**config.mk**
```make
export PLATFORM = sky130hd
export DESIGN_NAME = cyc_timer_top
export DESIGN_NICKNAME = d
export VERILOG_FILES = /design/src/rtl/cyc_timer_pkg.sv /design/src/rtl/cyc_edge_sync.sv /design/src/rtl/cyc_phase_fsm.sv /design/src/rtl/cyc_offset_ctr.sv /design/src/rtl/cyc_count_ctr.sv /design/src/rtl/cyc_timer_top.sv
export SDC_FILE = /design/constraint.sdc
export NUM_CORES = 1
export LEC_CHECK = 0
export CORE_MARGIN = 5
export CORE_UTILIZATION = 49
export CTS_CLUSTER_DIAMETER = 40
export DETAILED_ROUTE_END_ITERATION = 8
export PLACE_DENSITY = 0.78
export SLEW_MARGIN = 20
export SYNTH_ARGS = -nofsm -noshare
export SYNTH_HDL_FRONTEND = slang
export SYNTH_SLANG_ARGS = --single-unit
```
**constraint.sdc**
```tcl
create_clock -name clk -period 3.5 [get_ports clk]
set_input_delay 0.525 -clock clk [delete_from_list [all_inputs] [get_ports clk]]
set_output_delay 0.525 -clock clk [all_outputs]
set_load 0.02 [all_outputs]
```
**src/rtl/cyc_timer_pkg.sv**
```systemverilog
package cyc_timer_pkg;

    // Phase of the offset counter's controlling machine
    typedef enum logic [1:0] {
        PH_STOP  = 2'd0,
        PH_FREE  = 2'd1,
        PH_SLAVE = 2'd2,
        PH_PARK  = 2'd3
    } phase_e;

    // Action applied to the offset counter this cycle
    typedef enum logic [1:0] {
        OFS_HOLD = 2'd0,
        OFS_INC  = 2'd1,
        OFS_CLR  = 2'd2
    } ofs_act_e;

endpackage

```
**src/rtl/cyc_edge_sync.sv**
```systemverilog
module cyc_edge_sync #(
    parameter int STAGES = 2
) (
    input  logic clk,
    input  logic rst_n,
    input  logic async_in,
    output logic rise
);
    // chain[STAGES-1:0] are synchronizer flops, chain[STAGES] is the edge reference
    logic [STAGES:0] chain;

    always_ff @(posedge clk) begin
        if (!rst_n) begin
            chain <= '0;
        end else begin
            chain <= {chain[STAGES-1:0], async_in};
        end
    end

    assign rise = chain[STAGES-1] & ~chain[STAGES];

    // a single input edge yields a single detector pulse
    a_r7_rise_single: assert property (@(posedge clk) disable iff (!rst_n)
        rise |=> !rise);

endmodule

```
**src/rtl/cyc_phase_fsm.sv**
```systemverilog
module cyc_phase_fsm
    import cyc_timer_pkg::*;
(
    input  logic     clk,
    input  logic     rst_n,
    input  logic     timer_en,
    input  logic     ext_src,
    input  logic     ext_rise,
    input  logic     off_at_max,
    output ofs_act_e act,
    output logic     step
);
    phase_e phase_q;
    phase_e phase_d;

    // Next-state selection
    always_comb begin
        if (ext_src) begin
            phase_d = off_at_max ? PH_PARK : PH_SLAVE;
        end else begin
            phase_d = timer_en ? PH_FREE : PH_STOP;
        end
    end

    // State register
    always_ff @(posedge clk) begin
        if (!rst_n) begin
            phase_q <= PH_STOP;
        end else begin
            phase_q <= phase_d;
        end
    end

    // Output decode for the phase in force this cycle
    always_comb begin
        act  = OFS_HOLD;
        step = 1'b0;
        unique case (phase_d)
            PH_STOP: begin
                act = OFS_HOLD;
            end
            PH_FREE: begin
                if (off_at_max) begin
                    act  = OFS_CLR;
                    step = 1'b1;
                end else begin
                    act = OFS_INC;
                end
            end
            PH_SLAVE: begin
                if (ext_rise) begin
                    act  = OFS_CLR;
                    step = 1'b1;
                end else if (timer_en) begin
                    act = OFS_INC;
                end
            end
            PH_PARK: begin
                if (ext_rise) begin
                    act  = OFS_CLR;
                    step = 1'b1;
                end
            end
            default: begin
                act  = OFS_HOLD;
                step = 1'b0;
            end
        endcase
    end

    // a parked phase not left by an edge still sees the offset at its top
    a_r6_park_stays_top: assert property (@(posedge clk) disable iff (!rst_n)
        (phase_q == PH_PARK && !$past(ext_rise) && ext_src) |-> off_at_max);

endmodule

```
**src/rtl/cyc_offset_ctr.sv**
```systemverilog
module cyc_offset_ctr
    import cyc_timer_pkg::*;
#(
    parameter int OFFSET_MAX = 3071,
    parameter int OFF_W      = 12
) (
    input  logic             clk,
    input  logic             rst_n,
    input  ofs_act_e         act,
    output logic [OFF_W-1:0] offset,
    output logic             at_max
);
    localparam logic [OFF_W-1:0] OFS_TOP = OFF_W'(OFFSET_MAX);

    logic [OFF_W-1:0] offset_q;

    always_ff @(posedge clk) begin
        if (!rst_n) begin
            offset_q <= '0;
        end else begin
            unique case (act)
                OFS_INC:  offset_q <= offset_q + 1'b1;
                OFS_CLR:  offset_q <= '0;
                default:  offset_q <= offset_q;
            endcase
        end
    end

    assign offset = offset_q;
    assign at_max = (offset_q == OFS_TOP);

    // the offset never exceeds its top value
    a_r2_offset_bounded: assert property (@(posedge clk) disable iff (!rst_n)
        offset_q <= OFS_TOP);

endmodule

```
**src/rtl/cyc_count_ctr.sv**
```systemverilog
module cyc_count_ctr #(
    parameter int COUNT_MAX = 7999,
    parameter int CNT_W     = 13
) (
    input  logic             clk,
    input  logic             rst_n,
    input  logic             step,
    input  logic             send_ok,
    input  logic             mark_en,
    output logic [CNT_W-1:0] count,
    output logic             start_req,
    output logic             cycle_mark
);
    localparam logic [CNT_W-1:0] CNT_TOP = CNT_W'(COUNT_MAX);

    logic [CNT_W-1:0] count_q;
    logic             start_q;
    logic             mark_q;

    always_ff @(posedge clk) begin
        if (!rst_n) begin
            count_q <= '0;
            start_q <= 1'b0;
            mark_q  <= 1'b0;
        end else begin
            if (step) begin
                count_q <= (count_q == CNT_TOP) ? '0 : count_q + 1'b1;
            end
            start_q <= step & send_ok;
            mark_q  <= step & mark_en;
        end
    end

    assign count      = count_q;
    assign start_req  = start_q;
    assign cycle_mark = mark_q;

    // the count moves only on a step
    a_r3_count_quiet: assert property (@(posedge clk) disable iff (!rst_n)
        !step |=> $stable(count_q));
    // the count stays inside its range
    a_r4_count_range: assert property (@(posedge clk) disable iff (!rst_n)
        count_q <= CNT_TOP);
    // start request lasts one cycle
    a_r8_start_pulse: assert property (@(posedge clk) disable iff (!rst_n)
        start_q |=> !start_q);
    // mark lasts one cycle
    a_r9_mark_pulse: assert property (@(posedge clk) disable iff (!rst_n)
        mark_q |=> !mark_q);

endmodule

```
**src/rtl/cyc_timer_top.sv**
```systemverilog
module cyc_timer_top
    import cyc_timer_pkg::*;
#(
    parameter int OFFSET_MAX  = 3071,
    parameter int COUNT_MAX   = 7999,
    parameter int OFF_W       = 12,
    parameter int CNT_W       = 13,
    parameter int SYNC_STAGES = 2
) (
    input  logic             clk,
    input  logic             rst_n,
    input  logic             timer_en,
    input  logic             ext_src,
    input  logic             cyc_master,
    input  logic             at_root,
    input  logic             mark_en,
    input  logic             cycle_in,
    output logic [OFF_W-1:0] cycle_offset,
    output logic [CNT_W-1:0] cycle_count,
    output logic             start_req,
    output logic             cycle_mark
);
    localparam logic [OFF_W-1:0] OFS_TOP = OFF_W'(OFFSET_MAX);

    logic     ext_rise;
    logic     off_at_max;
    logic     step;
    ofs_act_e act;

    cyc_edge_sync #(
        .STAGES (SYNC_STAGES)
    ) u_sync (
        .clk      (clk),
        .rst_n    (rst_n),
        .async_in (cycle_in),
        .rise     (ext_rise)
    );

    cyc_phase_fsm u_fsm (
        .clk        (clk),
        .rst_n      (rst_n),
        .timer_en   (timer_en),
        .ext_src    (ext_src),
        .ext_rise   (ext_rise),
        .off_at_max (off_at_max),
        .act        (act),
        .step       (step)
    );

    cyc_offset_ctr #(
        .OFFSET_MAX (OFFSET_MAX),
        .OFF_W      (OFF_W)
    ) u_ofs (
        .clk    (clk),
        .rst_n  (rst_n),
        .act    (act),
        .offset (cycle_offset),
        .at_max (off_at_max)
    );

    cyc_count_ctr #(
        .COUNT_MAX (COUNT_MAX),
        .CNT_W     (CNT_W)
    ) u_cnt (
        .clk        (clk),
        .rst_n      (rst_n),
        .step       (step),
        .send_ok    (cyc_master & at_root),
        .mark_en    (mark_en),
        .count      (cycle_count),
        .start_req  (start_req),
        .cycle_mark (cycle_mark)
    );

    // a disabled timer holds its offset unless an external edge clears it
    a_r2_hold_disabled: assert property (@(posedge clk) disable iff (!rst_n)
        (!timer_en && !(ext_src && ext_rise)) |=> $stable(cycle_offset));
    // internal wrap of the offset steps the count
    a_r3_wrap_steps: assert property (@(posedge clk) disable iff (!rst_n)
        (!ext_src && timer_en && cycle_offset == OFS_TOP)
        |=> (cycle_offset == '0 && cycle_count != $past(cycle_count)));
    // an external edge in external mode clears the offset
    a_r5_ext_clear: assert property (@(posedge clk) disable iff (!rst_n)
        (ext_src && ext_rise) |=> (cycle_offset == '0));
    // in external mode the offset parks at its top
    a_r6_no_self_wrap: assert property (@(posedge clk) disable iff (!rst_n)
        (ext_src && !ext_rise && cycle_offset == OFS_TOP)
        |=> (cycle_offset == OFS_TOP && $stable(cycle_count)));

endmodule

```
==> flow_metrics.tcl <==
set metrics [dict create \
    status "finished clean" \
    final_net_count 224 \
    initialDrtViolationCount 154 \
    holdPathStages 1 \
    worstPathMaxFanout 6 \
    core_area_sq_um 3050 \
    num_vias 1492 \
    synth_top_area_share 0.387 \
    post-route-period-util 0.783 \
    r2r_setup_slack_ps 760 \
    yosysUniqueCellTypes 45 \
    grt_pass1_wl_um 6430 \
    hpwl_um 2710 \
    finalWorstSetupSlack_ps 759 \
    clock_latency_ps 350 \
    antenna_cells 0 \
    max_freq_ghz 0.365 \
    syn-instance-count 175 \
    drive_gt1_frac 0.0888 \
    fin_crit_ps 2740 \
    num_rows 20 \
    area_growth_pct 29.3 \
    drcViolationCount 0 \
    wire_per_inst_um 14.7 \
    hold_buffers 0 \
    regArea_sq_um 601 \
    rsz0062_at_grt "no" \
    irDropWorstVdd_mv 0.219 \
    io_pins 35 \
    ys.flop_type "dfxtp_1" \
    hold_ws_ps 443 \
    syn_area_per_cell_sq_um 8.86 \
    grt_pass1_vias 1492 \
    p_leak_uw 0.000709 \
    h-tree-depth 2 \
    fillers 274 \
    holdCritPathClass "reg -> reg" \
    yosysMostFrequentCell "dfxtp_1" \
    syn-cell-area_sq_um 1550 \
    p_per_area_nw_per_um2 322 \
    cp_data_arrival_time_ps 3020 \
    clock-root-buffer "clkbuf_4" \
    die_height_um 66.2 \
    post-place-ws_ps 437 \
    clockBufferDepth 2 \
    ys_ff_latch 30 \
    cts_tree "yes" \
    fin_tns_setup_ps 0 \
    cap_viol_max_count 0 \
    maxSlewViolCount 0 \
    antenna_left 0 \
    relSlewSlack 0.768 \
    drtPass1Iterations 5 \
    grt_remaining_overflow 0 \
    hold_viol 0 \
    multi_input_area_sq_um 896 \
    grt.total_usage 0.193 \
    setup_violations 0 \
    crit_type "reg -> reg" \
    reg2regPathDepth 9 \
    endpoint_kind "register" \
    post-synth-top-area-cell "dfxtp_1" \
    grt_antenna_before_repair 0 \
    syn_nets 186 \
    synth_edf_count 0 \
    synth_common_cells "dfxtp_1 (30), nand2_1 (17), nor2_1 (12), nand3_1 (9)" \
    viasPerCell 5.78 \
    cts.repair.resized 0 \
    wirelength_um 3800 \
    start_util 0.508 \
    numClockSinks 30 \
    path_clk_slew_ps 110 \
    gp_congestion 0.947 \
    cts_buffers 5 \
    synthArstFlopShare 0 \
    start_kind "register" \
    ys.warnings.count 0 \
    die_area_sq_um 4390 \
    io_buffers 34 \
    die_w_um 66.2 \
    grt_max_degree 27 \
    worst_slew_pin_slew_ps 344 \
    required_ps 3780 \
    cts_setup_buffers 0 \
    skew_ps 16.7 \
    synthTopCellsByArea "dfxtp_1 (39%), nand2_1 (4.1%), nand3_1 (2.9%), a22oi_1 (2.9%), nor2_1 (2.9%)" \
    seq_area_frac_synth 0.387 \
]
-- placed cells by master, fill, tap and decap left out, types with 2 or more instances in the layout --
cell type        instances
nand2b_1                 5
o22ai_1                  3
a22oi_1                  6
nand3b_1                 3
o32ai_1                  5
nand4b_1                 2
nand2_1                 17
nand4_1                  6
and4_1                   4
or3_1                    3
mux2i_1                  2
dfxtp_1                 30
nor2b_1                  2
clkdlybuf4s50_1         34
inv_1                    4
nor2_1                  12
a21oi_1                  3
o211ai_1                 2
nand3_1                  9
xnor2_1                  5
and2_1                   6
and3_1                   4
buf_4                    5
xor2_1                   5
o21ai_0                  3
nor3_1                   2
nand4_2                  2
ha_1                     3
nor4_1                   3
clkbuf_4                 5
and4b_1                  2
-- sequential cells by signal (all words and copies together), names as in the netlist --
| signal | flops |
|---|---|
| u_cnt.cycle_mark | 1 |
| u_ofs.offset | 12 |
| u_cnt.start_req | 1 |
| u_cnt.count | 13 |
| u_sync.chain | 3 |
-- worst paths after layout --
check,startpoint,to
hold reg to reg,u_sync.chain[0],u_sync.chain[1]
setup reg to reg,u_ofs.offset[0],u_ofs.offset[11]
setup / recovery,u_ofs.offset[0],u_ofs.offset[11]
hold / removal,u_sync.chain[0],u_sync.chain[1]
-- logic make-up (layout without fill, tap and decap cells) --
kind of cell | count (synthesis) | count (layout) | share of synthesized area
and+or+nand+nor | 89 | 89 | 0.349
DFF | 30 | 30 | 0.387
AOI/OAI and AO/OA | 29 | 29 | 0.136
buffers and inverters | 12 | 51 | 0.0347
xor gates and xnor gates | 10 | 10 | 0.0565
adders and majority gates | 3 | 3 | 0.0242
muxes | 2 | 2 | 0.0129
-- power by group --
group | total (uW) | internal, uW | switching (uW)
combinational | 61.9 | 29.5 | 32.4
clock | 226 | 97.2 | 129
sequential | 357 | 348 | 8.66
total | 645 | 475 | 170
-- final cells by class --
cell class / instances / area share
Multi-Input combinational cell: 133 / 0.447
Sequential cell: 30 / 0.300
Inverter: 4 / 0.00749
Timing Repair Buffer: 39 / 0.189
Tap cell: 44 / 0.0275
Clock inverter: 1 / 0.00250
Clock buffer: 7 / 0.0275
-- critical path, stage by stage (launching register included) --
cell and delay (ps):
dfxtp_1 420, ha_1 240, nand3_4 120, or4_1 520
nand3_1 110, ha_1 240, and4b_1 340, nand4_1 170
or3_1 370, a21oi_1 130
-- metrics by stage --
| step | area, sq um | cells | util | power, uW |
|---|---|---|---|---|
| after floorplan | 1550 | 175 | - | 396 |
| after global placement | 1940 | 250 | 0.637 | 424 |
| after detailed placement | 1940 | 250 | 0.637 | 426 |
| after CTS | 2000 | 258 | 0.657 | 650 |
| after global routing | 2000 | 258 | 0.657 | 672 |
| final | 2000 | 258 | 0.657 | 645 |
-- metal layers --
metal | wire length [um] | GRT usage | part of all wire | vias up
met3 | 223 | 0.0459 | 0.059 | 16
met5 | 0 | 0 | 0 | -
met2 | 1840 | 0.315 | 0.48 | 58
met4 | 142 | 0.135 | 0.037 | 0
met1 | 1600 | 0.218 | 0.42 | 691
li1 | - | - | - | 727
(Power assumes the default switching activity.)
